--- src/rtl/mdio_mgmt_pkg.sv ---
package mdio_mgmt_pkg;
  localparam int FRAME_BITS = 64;
  localparam int CSEL_W     = 3;
  localparam int TA_POS     = 46;

  localparam int CMD_GO    = 0;
  localparam int CMD_OP    = 2;
  localparam int CMD_CSEL  = 4;
  localparam int CMD_REGAD = 7;
  localparam int CMD_PHYAD = 12;

  typedef enum logic [1:0] {
    OPC_NOP0  = 2'b00,
    OPC_WRITE = 2'b01,
    OPC_NOP2  = 2'b10,
    OPC_READ  = 2'b11
  } cmd_op_e;

  typedef struct packed {
    logic [4:0]        phy;
    logic [4:0]        regad;
    logic [CSEL_W-1:0] csel;
    cmd_op_e           op;
  } cmd_fields_t;

  typedef enum logic [1:0] {
    ENG_IDLE  = 2'b00,
    ENG_FRAME = 2'b01,
    ENG_PULSE = 2'b10
  } eng_state_e;
endpackage

--- src/rtl/mdio_clkgen.sv ---
module mdio_clkgen #(
  parameter int BASE_HALF = 10,
  parameter int CSEL_W    = 3
) (
  input  logic              clk,
  input  logic              rst_n,
  input  logic              run,
  input  logic [CSEL_W-1:0] csel,
  output logic              mdc,
  output logic              rise_tick,
  output logic              fall_tick
);
  localparam int MAX_HALF = BASE_HALF * (1 << CSEL_W);
  localparam int CNT_W    = $clog2(MAX_HALF + 1);

  logic [CNT_W-1:0] cnt_q, cnt_d, lim;
  logic             mdc_q, mdc_d, at_lim;

  assign lim    = CNT_W'(BASE_HALF * (32'(csel) + 1) - 1);
  assign at_lim = (cnt_q == lim);

  always_comb begin
    cnt_d = cnt_q;
    mdc_d = mdc_q;
    if (!run) begin
      cnt_d = '0;
      mdc_d = 1'b0;
    end else if (at_lim) begin
      cnt_d = '0;
      mdc_d = ~mdc_q;
    end else begin
      cnt_d = cnt_q + 1'b1;
    end
  end

  always_ff @(posedge clk or negedge rst_n) begin
    if (!rst_n) begin
      cnt_q <= '0;
      mdc_q <= 1'b0;
    end else begin
      cnt_q <= cnt_d;
      mdc_q <= mdc_d;
    end
  end

  assign mdc       = mdc_q;
  assign rise_tick = run & at_lim & ~mdc_q;
  assign fall_tick = run & at_lim & mdc_q;

  // MDC only toggles when a half period has fully elapsed
  assert_mdc_half_period_R7: assert property (@(posedge clk) disable iff (!rst_n)
    (mdc_q != $past(mdc_q)) |-> ($past(at_lim) || !$past(run)));
endmodule

--- src/rtl/mdio_frame_engine.sv ---
module mdio_frame_engine
  import mdio_mgmt_pkg::*;
(
  input  logic        clk,
  input  logic        rst_n,
  input  logic        start_frame,
  input  logic        start_pulse,
  input  cmd_fields_t start_fld,
  input  logic [15:0] tx_data,
  input  logic        rise_tick,
  input  logic        fall_tick,
  input  logic        mdio_i,
  output logic        run,
  output logic        active,
  output logic        done,
  output logic [15:0] rx_data,
  output logic        mdio_o,
  output logic        mdio_oe
);
  localparam int BC_W = $clog2(FRAME_BITS);

  eng_state_e            state_q, state_d;
  logic [FRAME_BITS-1:0] sh_q, sh_d;
  logic [15:0]           rx_q, rx_d;
  logic [BC_W-1:0]       bit_q, bit_d;
  logic                  last_q, last_d, rd_q, rd_d, done_q, done_d;
  logic                  out_q, out_d, oe_q, oe_d;
  logic                  is_rd;

  assign is_rd = (start_fld.op == OPC_READ);

  always_comb begin
    state_d = state_q;
    sh_d    = sh_q;
    rx_d    = rx_q;
    bit_d   = bit_q;
    last_d  = last_q;
    rd_d    = rd_q;
    done_d  = 1'b0;
    unique case (state_q)
      ENG_IDLE: begin
        if (start_frame) begin
          state_d = ENG_FRAME;
          sh_d    = {32'hFFFF_FFFF, 2'b01, (is_rd ? 2'b10 : 2'b01),
                     start_fld.phy, start_fld.regad, 2'b10,
                     (is_rd ? 16'hFFFF : tx_data)};
          bit_d   = '0;
          last_d  = 1'b0;
          rd_d    = is_rd;
        end else if (start_pulse) begin
          state_d = ENG_PULSE;
        end
      end
      ENG_FRAME: begin
        if (rise_tick) begin
          sh_d = {sh_q[FRAME_BITS-2:0], 1'b0};
          rx_d = {rx_q[14:0], mdio_i};
          if (bit_q == BC_W'(FRAME_BITS - 1)) last_d = 1'b1;
          else                                bit_d  = bit_q + 1'b1;
        end
        if (fall_tick && last_q) begin
          state_d = ENG_IDLE;
          done_d  = 1'b1;
        end
      end
      ENG_PULSE: begin
        if (fall_tick) state_d = ENG_IDLE;
      end
      default: state_d = ENG_IDLE;
    endcase
  end

  // Output register follows the shift register one clock late, so that the
  // line never moves in the clock where MDC rises.
  always_comb begin
    out_d = sh_q[FRAME_BITS-1];
    oe_d  = (state_q == ENG_FRAME) && !last_q &&
            !(rd_q && (bit_q >= BC_W'(TA_POS)));
  end

  always_ff @(posedge clk or negedge rst_n) begin
    if (!rst_n) begin
      state_q <= ENG_IDLE;
      sh_q    <= '0;
      rx_q    <= '0;
      bit_q   <= '0;
      last_q  <= 1'b0;
      rd_q    <= 1'b0;
      done_q  <= 1'b0;
      out_q   <= 1'b0;
      oe_q    <= 1'b0;
    end else begin
      state_q <= state_d;
      sh_q    <= sh_d;
      rx_q    <= rx_d;
      bit_q   <= bit_d;
      last_q  <= last_d;
      rd_q    <= rd_d;
      done_q  <= done_d;
      out_q   <= out_d;
      oe_q    <= oe_d;
    end
  end

  assign run     = (state_q != ENG_IDLE);
  assign active  = (state_q != ENG_IDLE);
  assign done    = done_q;
  assign rx_data = rx_q;
  assign mdio_o  = out_q;
  assign mdio_oe = oe_q;

  // A settled idle engine never drives the line
  assert_idle_released_R8: assert property (@(posedge clk) disable iff (!rst_n)
    (state_q == ENG_IDLE && $past(state_q == ENG_IDLE)) |-> !oe_q);
  // The single pulse never drives the line
  assert_pulse_released_R8: assert property (@(posedge clk) disable iff (!rst_n)
    (state_q == ENG_PULSE && $past(state_q == ENG_PULSE)) |-> !oe_q);
  // Completion only follows the last bit
  assert_done_after_last_R1: assert property (@(posedge clk) disable iff (!rst_n)
    $rose(done_q) |-> $past(last_q));
endmodule

--- src/rtl/mdio_csr.sv ---
module mdio_csr
  import mdio_mgmt_pkg::*;
(
  input  logic        clk,
  input  logic        rst_n,
  input  logic        reg_wr,
  input  logic        reg_sel_data,
  input  logic [31:0] reg_wdata,
  output logic [31:0] reg_rdata,
  input  logic        eng_active,
  input  logic        eng_done,
  input  logic [15:0] rx_data,
  output logic        start_frame,
  output logic        start_pulse,
  output cmd_fields_t wr_fld,
  output cmd_fields_t fld,
  output logic [15:0] tx_data
);
  cmd_fields_t fld_q;
  logic [15:0] data_q, data_d;
  logic        busy_q, busy_d;
  logic        cmd_hit, accept, go, fld_en, data_en;

  assign wr_fld.phy   = reg_wdata[CMD_PHYAD +: 5];
  assign wr_fld.regad = reg_wdata[CMD_REGAD +: 5];
  assign wr_fld.csel  = reg_wdata[CMD_CSEL +: CSEL_W];
  assign wr_fld.op    = cmd_op_e'(reg_wdata[CMD_OP +: 2]);

  assign cmd_hit = reg_wr & ~reg_sel_data;
  assign accept  = cmd_hit & ~busy_q & ~eng_active;
  assign go      = accept & reg_wdata[CMD_GO] &
                   ((wr_fld.op == OPC_WRITE) || (wr_fld.op == OPC_READ));
  assign fld_en  = accept;

  assign start_frame = go;
  assign start_pulse = accept & ~go;

  always_comb begin
    busy_d  = busy_q;
    if (go)       busy_d = 1'b1;
    if (eng_done) busy_d = 1'b0;
    data_en = 1'b0;
    data_d  = data_q;
    if (reg_wr && reg_sel_data) begin
      data_en = 1'b1;
      data_d  = reg_wdata[15:0];
    end
    if (eng_done && fld_q.op == OPC_READ) begin
      data_en = 1'b1;
      data_d  = rx_data;
    end
  end

  always_ff @(posedge clk or negedge rst_n) begin
    if (!rst_n) begin
      fld_q  <= '0;
      data_q <= '0;
      busy_q <= 1'b0;
    end else begin
      busy_q <= busy_d;
      if (fld_en)  fld_q  <= wr_fld;
      if (data_en) data_q <= data_d;
    end
  end

  always_comb begin
    if (reg_sel_data) reg_rdata = {16'h0000, data_q};
    else              reg_rdata = {15'h0000, fld_q.phy, fld_q.regad, fld_q.csel,
                                   fld_q.op, 1'b0, busy_q};
  end

  assign fld     = fld_q;
  assign tx_data = data_q;

  // A command that arrives mid-operation leaves the fields untouched
  assert_ignore_busy_cmd_R9: assert property (@(posedge clk) disable iff (!rst_n)
    (cmd_hit && (busy_q || eng_active)) |=> $stable(fld_q));
  // Busy only drops on engine completion
  assert_busy_clears_on_done_R1: assert property (@(posedge clk) disable iff (!rst_n)
    $fell(busy_q) |-> $past(eng_done));
endmodule

--- src/rtl/mdio_mgmt_master.sv ---
module mdio_mgmt_master
  import mdio_mgmt_pkg::*;
#(
  parameter int BASE_HALF = 10
) (
  input  logic        clk,
  input  logic        rst_n,
  input  logic        reg_wr,
  input  logic        reg_sel_data,
  input  logic [31:0] reg_wdata,
  output logic [31:0] reg_rdata,
  output logic        mdc,
  output logic        mdio_o,
  output logic        mdio_oe,
  input  logic        mdio_i
);
  logic [1:0]  rst_sync_q;
  logic        rst_int_n;
  logic        start_frame, start_pulse, eng_active, eng_done, run;
  logic        rise_tick, fall_tick;
  logic [15:0] rx_data, tx_data;
  cmd_fields_t wr_fld, fld;

  // Asynchronous assertion, synchronous release
  always_ff @(posedge clk or negedge rst_n) begin
    if (!rst_n) rst_sync_q <= 2'b00;
    else        rst_sync_q <= {rst_sync_q[0], 1'b1};
  end
  assign rst_int_n = rst_sync_q[1];

  mdio_csr u_csr (
    .clk(clk), .rst_n(rst_int_n), .reg_wr(reg_wr), .reg_sel_data(reg_sel_data),
    .reg_wdata(reg_wdata), .reg_rdata(reg_rdata), .eng_active(eng_active),
    .eng_done(eng_done), .rx_data(rx_data), .start_frame(start_frame),
    .start_pulse(start_pulse), .wr_fld(wr_fld), .fld(fld), .tx_data(tx_data)
  );

  mdio_clkgen #(.BASE_HALF(BASE_HALF), .CSEL_W(CSEL_W)) u_clk (
    .clk(clk), .rst_n(rst_int_n), .run(run), .csel(fld.csel), .mdc(mdc),
    .rise_tick(rise_tick), .fall_tick(fall_tick)
  );

  mdio_frame_engine u_eng (
    .clk(clk), .rst_n(rst_int_n), .start_frame(start_frame),
    .start_pulse(start_pulse), .start_fld(wr_fld), .tx_data(tx_data),
    .rise_tick(rise_tick), .fall_tick(fall_tick), .mdio_i(mdio_i), .run(run),
    .active(eng_active), .done(eng_done), .rx_data(rx_data), .mdio_o(mdio_o),
    .mdio_oe(mdio_oe)
  );

  // The line value holds still across every rising MDC edge
  assert_mdio_stable_at_rise_R6: assert property (@(posedge clk) disable iff (!rst_int_n)
    $rose(mdc) |-> ($stable(mdio_o) && $stable(mdio_oe)));
endmodule

--- config.mk ---
export PLATFORM = sky130hd
export DESIGN_NAME = mdio_mgmt_master
export DESIGN_NICKNAME = d
export VERILOG_FILES = /design/src/rtl/mdio_mgmt_pkg.sv /design/src/rtl/mdio_clkgen.sv /design/src/rtl/mdio_frame_engine.sv /design/src/rtl/mdio_csr.sv /design/src/rtl/mdio_mgmt_master.sv
export SDC_FILE = /design/constraint.sdc
export NUM_CORES = 1
export LEC_CHECK = 0
export BUFFER_PORTS_ARGS = -buffer_cell sky130_fd_sc_hd__buf_2
export CAP_MARGIN = 20
export CORE_MARGIN = 4
export CORE_UTILIZATION = 46
export CTS_CLUSTER_DIAMETER = 150
export DETAILED_ROUTE_END_ITERATION = 12
export GPL_TIMING_DRIVEN = 1
export PLACE_DENSITY_LB_ADDON = 0.08
export SLEW_MARGIN = 20
export SYNTH_ARGS = -nofsm -noshare
export SYNTH_HDL_FRONTEND = slang
export SYNTH_SLANG_ARGS = --single-unit
--- constraint.sdc ---
create_clock -name clk -period 4.4 [get_ports clk]
set_clock_uncertainty 0.1 [all_clocks]
set_input_delay 0.44 -clock clk [delete_from_list [all_inputs] [get_ports clk]]
set_output_delay 0.44 -clock clk [all_outputs]
set_load 0.05 [all_outputs]
# After elaboration in Yosys (flattened, before gate mapping)

Cells that the tools add are included.

Flip-flop bits (word level): 135
Output and inout port bits: 35
Word-level logic and storage cells: 105
Input port bits: 37

Equal/unequal tests: 15
Mux-type cells: 31
Bitwise gates (word level): 14
Reductions and logical operators: 21
$lt $le $gt $ge: 1
$add $sub $neg: 4
$mul: 1

Operator list:

| operator                                         | count |
|---|---|
| 2-to-1 mux 64 bit                                | 2 |
| case mux 64 bit (2 select lines)                 | 1 |
| 2-to-1 mux 16 bit                                | 3 |
| multiplier 3 x 32 -> 6 bit, first input constant | 1 |
| 2-to-1 mux 6 bit                                 | 3 |
| 2-to-1 mux 17 bit                                | 1 |
| 2-to-1 mux 7 bit                                 | 2 |
| case mux 6 bit (2 select lines)                  | 1 |
| 2-to-1 mux 1 bit                                 | 11 |
| 2-to-1 mux 2 bit                                 | 5 |
| AND 1 bit                                        | 9 |
| != test 2 x 1 -> 1 bit, second input constant    | 4 |
| AND reduction 4 bit                              | 2 |
| nonzero test 2 bit                               | 4 |
| adder 7 x 1 -> 7 bit, second input constant      | 1 |
| == test 7 bit                                    | 1 |
| subtractor 7 x 1 -> 7 bit, second input constant | 1 |
| adder 6 x 1 -> 6 bit, second input constant      | 1 |
| == test 2 bit, second input constant             | 3 |
| == test 6 bit, second input constant             | 1 |
| >= comparator 6 bit, second input constant       | 1 |
| logical AND 1 bit                                | 6 |
| != test 2 bit, second input constant             | 3 |
| case mux 2 bit (3 select lines)                  | 1 |
| 10 further kinds                                 | 19 |

# Logic depth before layout (Yosys ltp)

Gate-level depths: netlist (run 1).

Depth in word-level cells: 11
Depth in mapped cells: 12
Mapped depth without buffers: 9

# Modules after synthesis

A second synthesis (run 1) with hierarchy kept.

Cells, all modules: 620
Area, all modules: 6352.3 µm²

By module, submodules not included:

| module            | seq. area each (µm²) | area each (µm²) | instances | cells an instance |
|---|---|---|---|---|
| mdio_frame_engine | 2327.2               | 3885.0          | 1         | 394 |
| mdio_csr          | 800.8                | 1786.7          | 1         | 158 |
| mdio_clkgen       | 200.2                | 626.9           | 1         | 65 |
| mdio_mgmt_master  | 50.0                 | 53.8            | 1         | 3 |

# Worst setup path after synthesis (run 1)

Ideal clock, no wire load.

Path type: register to register
Start: reg u_csr.fld_q, in the netlist u_csr.fld[2]
End: reg u_eng.rx_q[14], in the netlist u_eng.rx_data[14]
Cell stages (with the launch flop): 10
Period minus slack after synthesis: 2.984 ns
Required time: 4.172 ns
Path buffers: 1
Setup slack: 1.416 ns
Data arrival time: 2.756 ns
Setup time: 0.128 ns
Path through: dfrtp_1 ha_1 ha_1 ha_1 xnor2_1 xnor3_1 nand4b_2 nor3_4 buf_2 mux2_1

Cells in the longest elaborated chain, start to end: 7

Ends and longest elaborated chain:

| element                       | RTL line                | text |
|---|---|---|
| start, declared               | mdio_csr.sv:19          | `cmd_fields_t fld_q;` |
| start signal, assigned        | mdio_csr.sv:61          | `if (fld_en) fld_q <= wr_fld;` |
| adder 3 x 1 -> 4 bit          | mdio_clkgen.sv:19       | `assign lim = CNT_W'(BASE_HALF * (32'(csel) + 1) - 1);` |
| multiplier 3 x 32 -> 6 bit    | mdio_clkgen.sv:19       |  |
| subtractor 7 x 1 -> 7 bit     | mdio_clkgen.sv:19       |  |
| == test 7 bit                 | mdio_clkgen.sv:20       | `assign at_lim = (cnt_q == lim);` |
| AND 1 bit (2 in a row)        | mdio_clkgen.sv:47       | `assign rise_tick = run & at_lim & ~mdc_q;` |
| AND reduction 2 bit (no line) | --                      |  |
| end signal, assigned          | mdio_frame_engine.sv:95 | `rx_q <= rx_d;` |
| end, declared                 | mdio_frame_engine.sv:24 | `logic [15:0] rx_q, rx_d;` |

No other way between the ends.
A chain may end at the register's enable or synchronous reset.

# Worst setup path after layout (run 1)

Start: reg u_csr.fld_q, in the netlist u_csr.fld[2]
End: reg u_eng.sh_q[42]

Cells in the longest elaborated chain, start to end: 8

Ends and longest elaborated chain:

| element                       | RTL line                | text |
|---|---|---|
| adder 3 x 1 -> 4 bit          | mdio_clkgen.sv:19       |  |
| multiplier 3 x 32 -> 6 bit    | mdio_clkgen.sv:19       |  |
| subtractor 7 x 1 -> 7 bit     | mdio_clkgen.sv:19       |  |
| == test 7 bit                 | mdio_clkgen.sv:20       |  |
| AND 1 bit (2 in a row)        | mdio_clkgen.sv:47       |  |
| != test 2 bit (no line)       | --                      |  |
| AND reduction 3 bit (no line) | --                      |  |
| end signal, assigned          | mdio_frame_engine.sv:84 | `sh_q <= '0;` |
| end signal, assigned          | mdio_frame_engine.sv:94 | `sh_q <= sh_d;` |
| end, declared                 | mdio_frame_engine.sv:23 | `logic [FRAME_BITS-1:0] sh_q, sh_d;` |

No other way between the ends.

==> metrics.md, run 1 <==
| Metric | Value |
|---|---|
| Cell taking the most area after synthesis | dfrtp_1 |
| Adder-cell area share of the yosys netlist | 1.34% |
| Relative slew margins | 35.1% |
| Fin. Hold Viols | 0 |
| Maximum VDD drop | 0.330 mV |
| I/O pin count | 72 |
| Sequential cell area | 3380 um2 |
| Post-CTS resize count | 0 |
| Vias in the first global route | 4451 |
| Total global-route track usage | 17.3% |
| Yosys reg bits | 135 |
| Worst-path maximum fanout | 32 |
| Main combinational cell family by area after synthesis | multiplexers |
| Post-Route WL | 13000 um |
| DRT iter0 DRCs | 178 |
| Nets | 658 |
| Simple-gate share of the synthesized area | 10.5% |
| Post-route ant nets | 0 |
| Worst setup EP type | flip-flop |
| Clk slew on worst S/H paths | 0.06 ns |
| Share of the synthesized area in the top cell type | 51.5% |
| GR met1 Demand/Resource | 23.3% |
| Leakage | 0.00381 uW |
| Grt met3 use | 4.39% |
| Kind of critical path | flip-flop to flip-flop |
| Gate Count Post-Synth | 578 |
| Tightest Pin Transition | 0.972 ns |
| Num CTS Buffers | 17 |
| R2r startpoint | u_csr.fld[2] |
| Max Buffers Root-to-Sink | 2 |
| Die area | 16200 um2 |
| Setup TNS | 0 ns |
| Synth Flop Type | dfrtp_1 |
| Filler cells | 1233 |
| DR vias/cell | 5.22 |
| Yosys warning count | 0 |
| Power density cells | 508 nW/um2 |
| Min cycle time layout | 3.58 ns |
| CTS tree | built |
| Clock Latency Late Sink | 0.41 ns |
| GRT overflow | 0 |
| Startpoint Class | flip-flop |
| Number of synthesized flops with an enable pin | 0 |
| GP Congestion | 0.769 |
| Post-synthesis mux area share | 16.1% |
| Status | finished, final reports clean |
| XOR/XNOR Fraction of Synth Area | 2.08% |
| Initial Utilization | 47.0% |
| HPWL Detailed | 8370 um |
| Root buffer selected by CTS | clkbuf_16 |
| Initial antenna violation count | 0 |
| Clock Sinks | 135 |
| ANT cells | 0 |
| GR peak layer | met2 |
| Setup Viol. Count Final | 0 |
| DRC | 0 |
| Asr flop ratio synth | 100% |
| Synth cell types | 56 |
| RSZ-0062 raised after global routing | false |
| Synth top area cells | dfrtp_1 (52%), mux2i_1 (8.6%), mux2_2 (5.5%), nand2_1 (3.1%), nor2_1 (2.6%) |
| Final Max Tran Viols | 0 |
| MaxCap Viol Count | 0 |
| Core region area | 13900 um2 |
| Post-Syn Area | 6550 um2 |
| Wire per inst | 16.1 um |
| Synthesized area per cell | 11.3 um2 |
| Rows | 43 |
| First-pass GRT wire length | 22300 um |
| Die H | 127 um |
| Drt pass-1 iters | 4 |
| H-tree depth | 4 |
| WP data arrival | 3.81 ns |
| Area of the multi-input gates | 2730 um2 |
| Horiz. Die Dim | 127 um |
| WHS | 0.113 ns |
| Final period util | 81.4% |
| Worst Hold Class | flip-flop to asynchronous set/reset pin |
| Compound-Gate Fraction of Synth Area | 10.6% |
| Met2 Track Usage GR | 27.4% |
| Via count | 4212 |
| Largest net degree at the start of global routing | 115 |
| FMAX | 279 MHz |
| Worst Setup SP | u_csr.fld[2] |
| Layout cells sized above 1 | 22.0% |
| Syn-to-layout area delta | 13.5% |
| Critical path data required time | 4.63 ns |
| Port Buffers | 41 |
| Sequential area share after synthesis | 51.5% |
final timing paths:
kind / to / slack [ns] / depth (start not counted)
setup / recovery: u_eng.sh_q[42] / 0.82 / 9
hold / removal: u_clk.cnt_q[6] / 0.11 / 0
setup reg to reg: u_eng.sh_q[42] / 0.82 / 9
hold reg to reg: u_clk.cnt_q[6] / 0.11 / 0
max in group asynchronous: u_eng.sh_q[51] / 3.19 / 1
min in group clk: u_csr.fld[2] / 0.15 / 3
critical path, cell delays in order (launching register included):
cell     delay [ns]
dfrtp_1        0.45
ha_1           0.42
ha_1           0.35
ha_1           0.21
xnor2_1        0.14
xnor3_1        0.45
and4b_1        0.34
nand3_4        0.26
buf_4          0.50
mux2i_1        0.25
repair_timing:
item | in CTS | in global routing
setup buffers | 0 | 0
hold buffers | 1 | 0
setup endpoints to repair | 0 | 0
hold endpoints to repair | 2 | 0
cell type report:
class	count	area share, %
clock buffer	20	6.14
clock inverter	12	2.67
inverter	41	2.07
multi-input combinational	368	36.7
sequential	135	45.5
tap	180	3.03
timing repair buffer	51	3.97
routing by layer:
| metal | up-vias | part of all wire [%] |
|---|---|---|
| met3 | 17 | 4.0 |
| met4 | 0 | 1.3 |
| li1 | 2035 | - |
| met1 | 2090 | 47 |
| met2 | 70 | 48 |
| met5 | - | 0 |
cells by family (layout without fill, tap and decap cells):
kind of cell	count (synthesis)	in the layout
AND/OR/NAND/NOR	147	147
multiplexers	100	100
flip-flops	135	135
AO/OA/AOI/OAI	84	84
buffers and inverters	89	124
other	2	16
XOR/XNOR	14	14
adder cells (fa/ha/maj)	7	7
flip-flops by register name (all words and copies together) (netlist names), 2 cells and up:
signal,count
u_csr.fld,15
rst_sync_q,2
u_eng.rx_data,16
u_csr.tx_data,16
u_eng.sh_q,64
u_clk.cnt_q,7
u_eng.bit_q,6
u_eng.state_q,2
where the power goes:
group | switching [uW] | internal [uW] | leakage [uW] | total [uW]
Clock | 525 | 1030 | 0.000320 | 1560
Combinational | 488 | 285 | 0.00190 | 773
Sequential | 90.5 | 1360 | 0.00159 | 1450
cell usage in the layout, fill, tap and decap left out, drive strengths merged, types with 3 or more instances in the layout:
master | netlist | routed
dfrtp | 135 | 135
mux2i | 56 | 56
nand2 | 54 | 54
buf | 34 | 50
nor2 | 46 | 46
mux2 | 44 | 44
inv | 41 | 41
o22ai | 31 | 31
o21ai | 22 | 22
clkbuf | 14 | 20
conb | 2 | 16
nand2b | 13 | 13
o221a | 11 | 11
nand3 | 9 | 9
xor2 | 7 | 7
ha | 7 | 7
xnor2 | 6 | 6
nor3 | 6 | 6
and3 | 6 | 6
clkinv | 0 | 6
bufinv | 0 | 5
a21oi | 4 | 4
nor2b | 3 | 3
o31ai | 3 | 3
cells in the mapped netlist, types with 2 or more instances:
| library cell | number |
|---|---|
| a21o_1 | 2 |
| mux2i_1 | 56 |
| o221a_2 | 2 |
| and3_1 | 6 |
| o22ai_1 | 21 |
| ha_1 | 7 |
| nor3_1 | 5 |
| buf_2 | 4 |
| inv_1 | 39 |
| dfrtp_1 | 135 |
| nand3_1 | 8 |
| xor2_1 | 7 |
| buf_4 | 20 |
| buf_1 | 3 |
| nor2b_1 | 3 |
| inv_2 | 2 |
| nand4_1 | 2 |
| mux2_1 | 12 |
| nand2_1 | 54 |
| mux2_2 | 32 |
| a32oi_1 | 2 |
| o21ai_1 | 5 |
| o221a_1 | 9 |
| clkbuf_1 | 14 |
| nand2b_1 | 13 |
| buf_6 | 3 |
| conb_1 | 2 |
| nor2_1 | 46 |
| a21oi_1 | 4 |
| buf_12 | 4 |
| xnor2_1 | 6 |
| o22ai_2 | 10 |
| o21ai_0 | 17 |
per-stage QoR:
stage	area (um2)	std cells	utilization, %	setup slack (ns)	total power (uW)
final	7440	807	53.4	0.820	3780
after global routing	7440	807	53.4	0.572	3970
after CTS	7440	807	53.4	0.775	3830
after detailed placement	6770	774	48.6	0.820	2240
after global placement	6770	774	48.6	0.916	2220
after floorplan	6610	592	-	0.260	2090
Power figures use the tool's default switching activity.
==> inputs of run 2 (changes only) <==
Settings changed: ABC_AREA from default to 1.
Clock period 4.4 ns to 3.65 ns, I/O delays scaled along.
==> metrics.md, run 2 <==
| Metric | Value |
|---|---|
| Sequential cell area | 3380 um2 |
| Wire per inst | 15.2 um |
| Final Max Tran Viols | 0 |
| Post-route ant nets | 0 |
| CTS tree | built |
| Synthesized area per cell | 8.32 um2 |
| Kind of critical path | flip-flop to flip-flop |
| Gate Count Post-Synth | 810 |
| GRT overflow | 0 |
| Root buffer selected by CTS | clkbuf_16 |
| Sequential area share after synthesis | 50.1% |
| Largest net degree at the start of global routing | 68 |
| ANT cells | 0 |
| Synth cell types | 37 |
| Biggest register | u_eng.sh_q |
| Post-Route WL | 15600 um |
| Setup Viol. Count Final | 0 |
| Slowest cell delay on critical path | 0.45 ns |
| Setup TNS | 0 ns |
| Yosys reg bits | 135 |
| FMAX | 307 MHz |
| Crit path buf inv count | 3 |
| Clock Sinks | 135 |
| Cell taking the most area after synthesis | dfrtp_1 |
| Most frequent cell after synthesis | nand2_1 |
| WP data arrival | 3.46 ns |
| Status | finished, final reports clean |
| Nets | 875 |
| DRT iter0 DRCs | 394 |
| Placement Setup Slack | 0.451 ns |
| Worst setup EP type | flip-flop |
| Syn-to-layout area delta | 12.5% |
| GP Congestion | 0.838 |
| Die H | 129 um |
| HPWL Detailed | 10100 um |
| Number of synthesized flops with an enable pin | 0 |
| Core region area | 14100 um2 |
| Worst Hold Class | input port to flip-flop |
| Drt pass-1 iters | 5 |
| Commonest non-fill, non-tap cells in the layout | nand2_1 (189), dfrtp_1 (134), nand3_1 (119) |
| MaxCap Viol Count | 0 |
| Post-Syn Area | 6740 um2 |
| Tightest Pin Transition | 0.696 ns |
| Synth top area cells | dfrtp_1 (50%), nand2_1 (11%), nand3_1 (8.8%), o211ai_1 (3.8%), inv_1 (3.7%) |
| Max reg flops | 64 |
| Clk slew on worst S/H paths | 0.06 ns |
| I/O pin count | 72 |
| Initial Utilization | 47.8% |
| Area of the multi-input gates | 2780 um2 |
| Synth Flop Type | dfrtp_1 |
| Worst-path maximum fanout | 43 |
| Yosys warning count | 0 |
| Layout cells sized above 1 | 12.7% |
| Horiz. Die Dim | 129 um |
| Relative slew margins | 53.5% |
| Die area | 16700 um2 |
| H-tree depth | 4 |
| Startpoint Class | flip-flop |
| Leakage | 0.00362 uW |
| Port Buffers | 41 |
| First-pass GRT wire length | 26600 um |
| RSZ-0062 raised after global routing | false |
| Commonest non-fill, non-tap cell in the layout | nand2_1 |
| Clock Latency Late Sink | 0.42 ns |
| Post-CTS resize count | 0 |
| Num CTS Buffers | 17 |
| DRC | 0 |
| CP max-delay cell | dfrtp_1 |
| Critical path data required time | 3.85 ns |
| Via count | 5545 |
| Maximum VDD drop | 0.415 mV |
| Max Buffers Root-to-Sink | 2 |
| Fin. Hold Viols | 0 |
| Initial antenna violation count | 0 |
| Min cycle time layout | 3.26 ns |
| Vias in the first global route | 5360 |
| Setup WS post-layout | 0.393 ns |
| Rows | 43 |
| Power density cells | 764 nW/um2 |
| Filler cells | 1321 |
| Top Family by Delay on Critical Path | simple AND/OR/NAND/NOR gates |
| Share of the synthesized area in the top cell type | 50.1% |
| Top cells by count, synth | nand2_1 (189), dfrtp_1 (135), nand3_1 (119) |
| Cell Chain, Critical Path | ha_1 -> inv_1 -> nand2_1 -> nand2_1 -> ha_1 -> ha_1 -> inv_1 -> nand2_1 -> nand2_1 -> nor2_1 -> nor2_1 -> nand2_1 -> nor2_2 -> and2_4 -> nand4_4 -> buf_12 -> nand3_1 -> nand2_1 |
| Top cell by count, worst path | nand2_1 |
| DR vias/cell | 5.42 |
| Final period util | 89.2% |
| Asr flop ratio synth | 100% |
| Total global-route track usage | 19.9% |
[run 2: cell count changes after synthesis, moves of 20 or more]
cell / previous run / this run
o211ai_1: 1 / 34
a21oi_1: 4 / 27
o21ai_0: 17 / 38
mux2i_1: 56 / 0
inv_1: 39 / 67
nand2_1: 54 / 189
o22ai_1: 21 / 1
mux2_2: 32 / 0
nand3_1: 8 / 119
[run 2: layer usage]
metal | track usage (%) | vias to the layer above | wire length, um
li1 | - | 2697 | -
met1 | 27.8 | 2669 | 7250
met2 | 30.1 | 156 | 7210
met3 | 5.52 | 23 | 918
met4 | 6.55 | 0 | 204
met5 | 0 | - | 0
[run 2: worst paths after layout]
path | start | cells past startpoint | end | slack, ns
min in group asynchronous | rst_sync_q[1] | 0 | u_csr.fld[14] | 0.15
setup reg to reg | u_csr.fld[2] | 18 | u_eng.sh_q[47] | 0.39
setup / recovery | u_csr.fld[2] | 18 | u_eng.sh_q[47] | 0.39
hold / removal | mdio_i | 3 | u_eng.rx_data[0] | 0.06
hold reg to reg | rst_sync_q[1] | 0 | u_csr.fld[14] | 0.15
max in group asynchronous | rst_sync_q[1] | 1 | u_csr.tx_data[2] | 2.40
[run 2: kinds of logic (layout without fill, tap and decap cells)]
| logic type | Yosys count | count (layout) | synth area share (%) |
|---|---|---|---|
| other | 2 | 16 | 0.111 |
| buffers and inverters | 138 | 158 | 9.38 |
| AND/OR/NAND/NOR | 396 | 396 | 26.8 |
| adder cells (fa/ha/maj) | 7 | 7 | 1.30 |
| XOR/XNOR | 5 | 5 | 0.650 |
| AO/OA/AOI/OAI | 127 | 127 | 11.7 |
| flip-flops | 135 | 135 | 50.1 |
[run 2: report_power, final]
group | switching, uW | internal, uW | leakage [uW] | total, uW
registers | 299 | 1980 | 0.00146 | 2280
logic | 1240 | 665 | 0.00189 | 1910
clock network | 618 | 981 | 0.000272 | 1600
total | 2160 | 3630 | 0.00362 | 5790
[run 2: cell type report]
type / count / area share [%]
sequential: 135 / 44.6
inverter: 73 / 3.65
clock inverter: 9 / 0.991
timing repair buffer: 53 / 4.75
tap: 180 / 2.97
multi-input combinational: 551 / 36.7
clock buffer: 23 / 6.31
[run 2: worst register-to-register path, stage by stage, from the launching register on]
cell     delay [ns]
dfrtp_1        0.45
ha_1           0.31
inv_1          0.11
nand2_1        0.07
nand2_1        0.08
ha_1           0.19
ha_1           0.32
inv_1          0.08
nand2_1        0.05
nand2_1        0.06
nor2_1         0.04
nor2_1         0.09
nand2_1        0.08
nor2_2         0.12
and2_4         0.18
nand4_4        0.31
buf_12         0.33
nand3_1        0.11
nand2_1        0.06
[run 2: stage by stage]
stage,hold WS [ns],util [%],area (um2),std cells,power [uW]
final,0.0642,53.8,7580,1024,5790
after global routing,0.0696,53.8,7580,1024,6220
after CTS,0.0587,53.8,7580,1024,5840
after detailed placement,0.0575,49.8,7020,991,4210
after global placement,0.0514,49.8,7020,991,4150
after floorplan,-0.0306,-,6790,824,3800
[run 2: timing repair]
| action | CTS | global route |
|---|---|---|
| hold buffers | 1 | 0 |
| setup endpoints to repair | 0 | 0 |
| hold endpoints to repair | 2 | 0 |
| setup buffers | 0 | 0 |
==> inputs of run 3 (changes only) <==
Settings changed: CORE_MARGIN 4 to 5.
==> metrics.md, run 3 (synthesis results as in run 2) <==
| Metric | Value |
|---|---|
| Post-layout util | 53.3% |
| Root buffer selected by CTS | clkbuf_16 |
| Die area | 17200 um2 |
| Min cycle time layout | 3.23 ns |
| CP max-delay cell | dfrtp_1 |
| Sequential cell area | 3380 um2 |
| Rows | 44 |
| FMAX | 310 MHz |
| Commonest non-fill, non-tap cell in the layout | nand2_1 |
| Total global-route track usage | 19.2% |
| Relative slew margins | 49.6% |
| H-tree depth | 4 |
| Critical path data required time | 3.86 ns |
| Top cell by count, worst path | nand2_1 |
| Vias in the first global route | 5394 |
| Clock Latency Late Sink | 0.42 ns |
| Fin. Hold Viols | 0 |
| Initial antenna violation count | 0 |
| WHS | 0.0792 ns |
| Tightest Pin Transition | 0.756 ns |
| Worst r2r path cells | 18 |
| Nets | 877 |
| FF-to-FF End | u_eng.sh_q[7] |
| Port Buffers | 41 |
| Initial Utilization | 46.7% |
| Layout cells sized above 1 | 13.1% |
| HPWL Detailed | 9840 um |
| R2r startpoint | u_csr.fld[2] |
| Worst-path maximum fanout | 34 |
| Setup TNS | 0 ns |
| Kind of critical path | flip-flop to flip-flop |
| Final Max Tran Viols | 0 |
| Max Buffers Root-to-Sink | 2 |
| DRT iter0 DRCs | 478 |
| Maximum VDD drop | 0.397 mV |
| Max reg flops | 64 |
| Post-CTS resize count | 0 |
| Post-Route WL | 15900 um |
| Biggest register | u_eng.sh_q |
| Slowest cell delay on critical path | 0.45 ns |
| Startpoint Class | flip-flop |
| WP data arrival | 3.43 ns |
| Leakage | 0.00366 uW |
| Clock Sinks | 135 |
| Power density cells | 792 nW/um2 |
| DR vias/cell | 5.44 |
| Pwr Total | 6090 uW |
| DP Area | 7020 um2 |
| MaxCap Viol Count | 0 |
| Critical path endpoint | u_eng.sh_q[7] |
| Core region area | 14400 um2 |
| First-pass GRT wire length | 26200 um |
| GRT overflow | 0 |
| Horiz. Die Dim | 131 um |
| Num CTS Buffers | 17 |
| Setup Viol. Count Final | 0 |
| Area of the multi-input gates | 2790 um2 |
| ANT cells | 0 |
| RSZ-0062 raised after global routing | false |
| Worst setup EP type | flip-flop |
| Cell area after layout | 7680 um2 |
| Largest net degree at the start of global routing | 100 |
| Clk slew on worst S/H paths | 0.06 ns |
| Final period util | 88.4% |
| Post-route ant nets | 0 |
| DRC | 0 |
| Wire per inst | 15.5 um |
| Syn-to-layout area delta | 14.0% |
| Filler cells | 1374 |
| Drt pass-1 iters | 7 |
| Via count | 5605 |
| GP Congestion | 0.822 |
| Status | finished, final reports clean |
| Worst Hold Class | input port to flip-flop |
| CTS tree | built |
| Die H | 131 um |
| Commonest non-fill, non-tap cells in the layout | nand2_1 (189), dfrtp_1 (134), nand3_1 (119) |
| Cell Chain, Critical Path | ha_1 -> inv_1 -> nand2_1 -> nand2_1 -> ha_1 -> ha_1 -> inv_1 -> nand2_1 -> nand2_1 -> nor2_1 -> nor2_1 -> nand2_1 -> nor2_2 -> and2_4 -> nand4_4 -> buf_12 -> nand3_1 -> nand2_1 |
| Worst Setup SP | u_csr.fld[2] |
| I/O pin count | 72 |
| R2R setup slack | 0.42 ns |
[run 3: area by class of cell]
cell class                 instances  share of cell area (%)
clock buffer                      19                    5.76
sequential                       135                    44.0
tap                              184                    3.00
multi-input combinational        552                    36.4
timing repair buffer              54                    4.62
inverter                          73                    3.60
clock inverter                    13                    2.64
[run 3: critical path: cells and delay by family, from the launching register on]
| kind | cells | cell delay [ns] |
|---|---|---|
| buffers and inverters | 3 | 0.49 |
| and+or+nand+nor | 12 | 1.23 |
| adders and majority gates | 3 | 0.82 |
| DFF | 1 | 0.45 |
[run 3: how the worst min path moves through the flow]
stage | startpoint | cells after the start | endpoint
after floorplan | rst_n | 0 | rst_sync_q[0]
after detailed placement | rst_n | 1 | rst_sync_q[0]
final | mdio_i | 3 | u_eng.rx_data[0]
after global routing | reg_wdata[5] | 3 | u_csr.fld[3]
after global placement | rst_n | 1 | rst_sync_q[0]
after CTS | reg_wdata[5] | 3 | u_csr.fld[3]
[run 3: per-stage QoR]
step / std cells / setup slack [ns]
final: 1030 / 0.425
after global routing: 1030 / 0.143
after CTS: 1029 / 0.293
after detailed placement: 996 / 0.318
after global placement: 996 / 0.403
after floorplan: 824 / 1.02
[run 3: where the power goes]
group          internal (uW)  leakage, uW  switching, uW
Clock                   1230     0.000313            644
Sequential              1980      0.00146            304
Combinational            670      0.00189           1260
[run 3: metal layers]
layer	vias up	routed length (um)	track usage, %	part of all wire [%]
met5	-	0	0	0
met4	0	229	7.02	1.4
met3	23	836	4.59	5.2
met2	151	7530	29.5	47
met1	2715	7340	26.5	46
li1	2716	-	-	-
[run 3: what timing repair did]
item,4_1_cts,5_1_grt
setup buffers,0,0
setup endpoints to repair,0,31
hold endpoints to repair,2,0
hold buffers,1,0
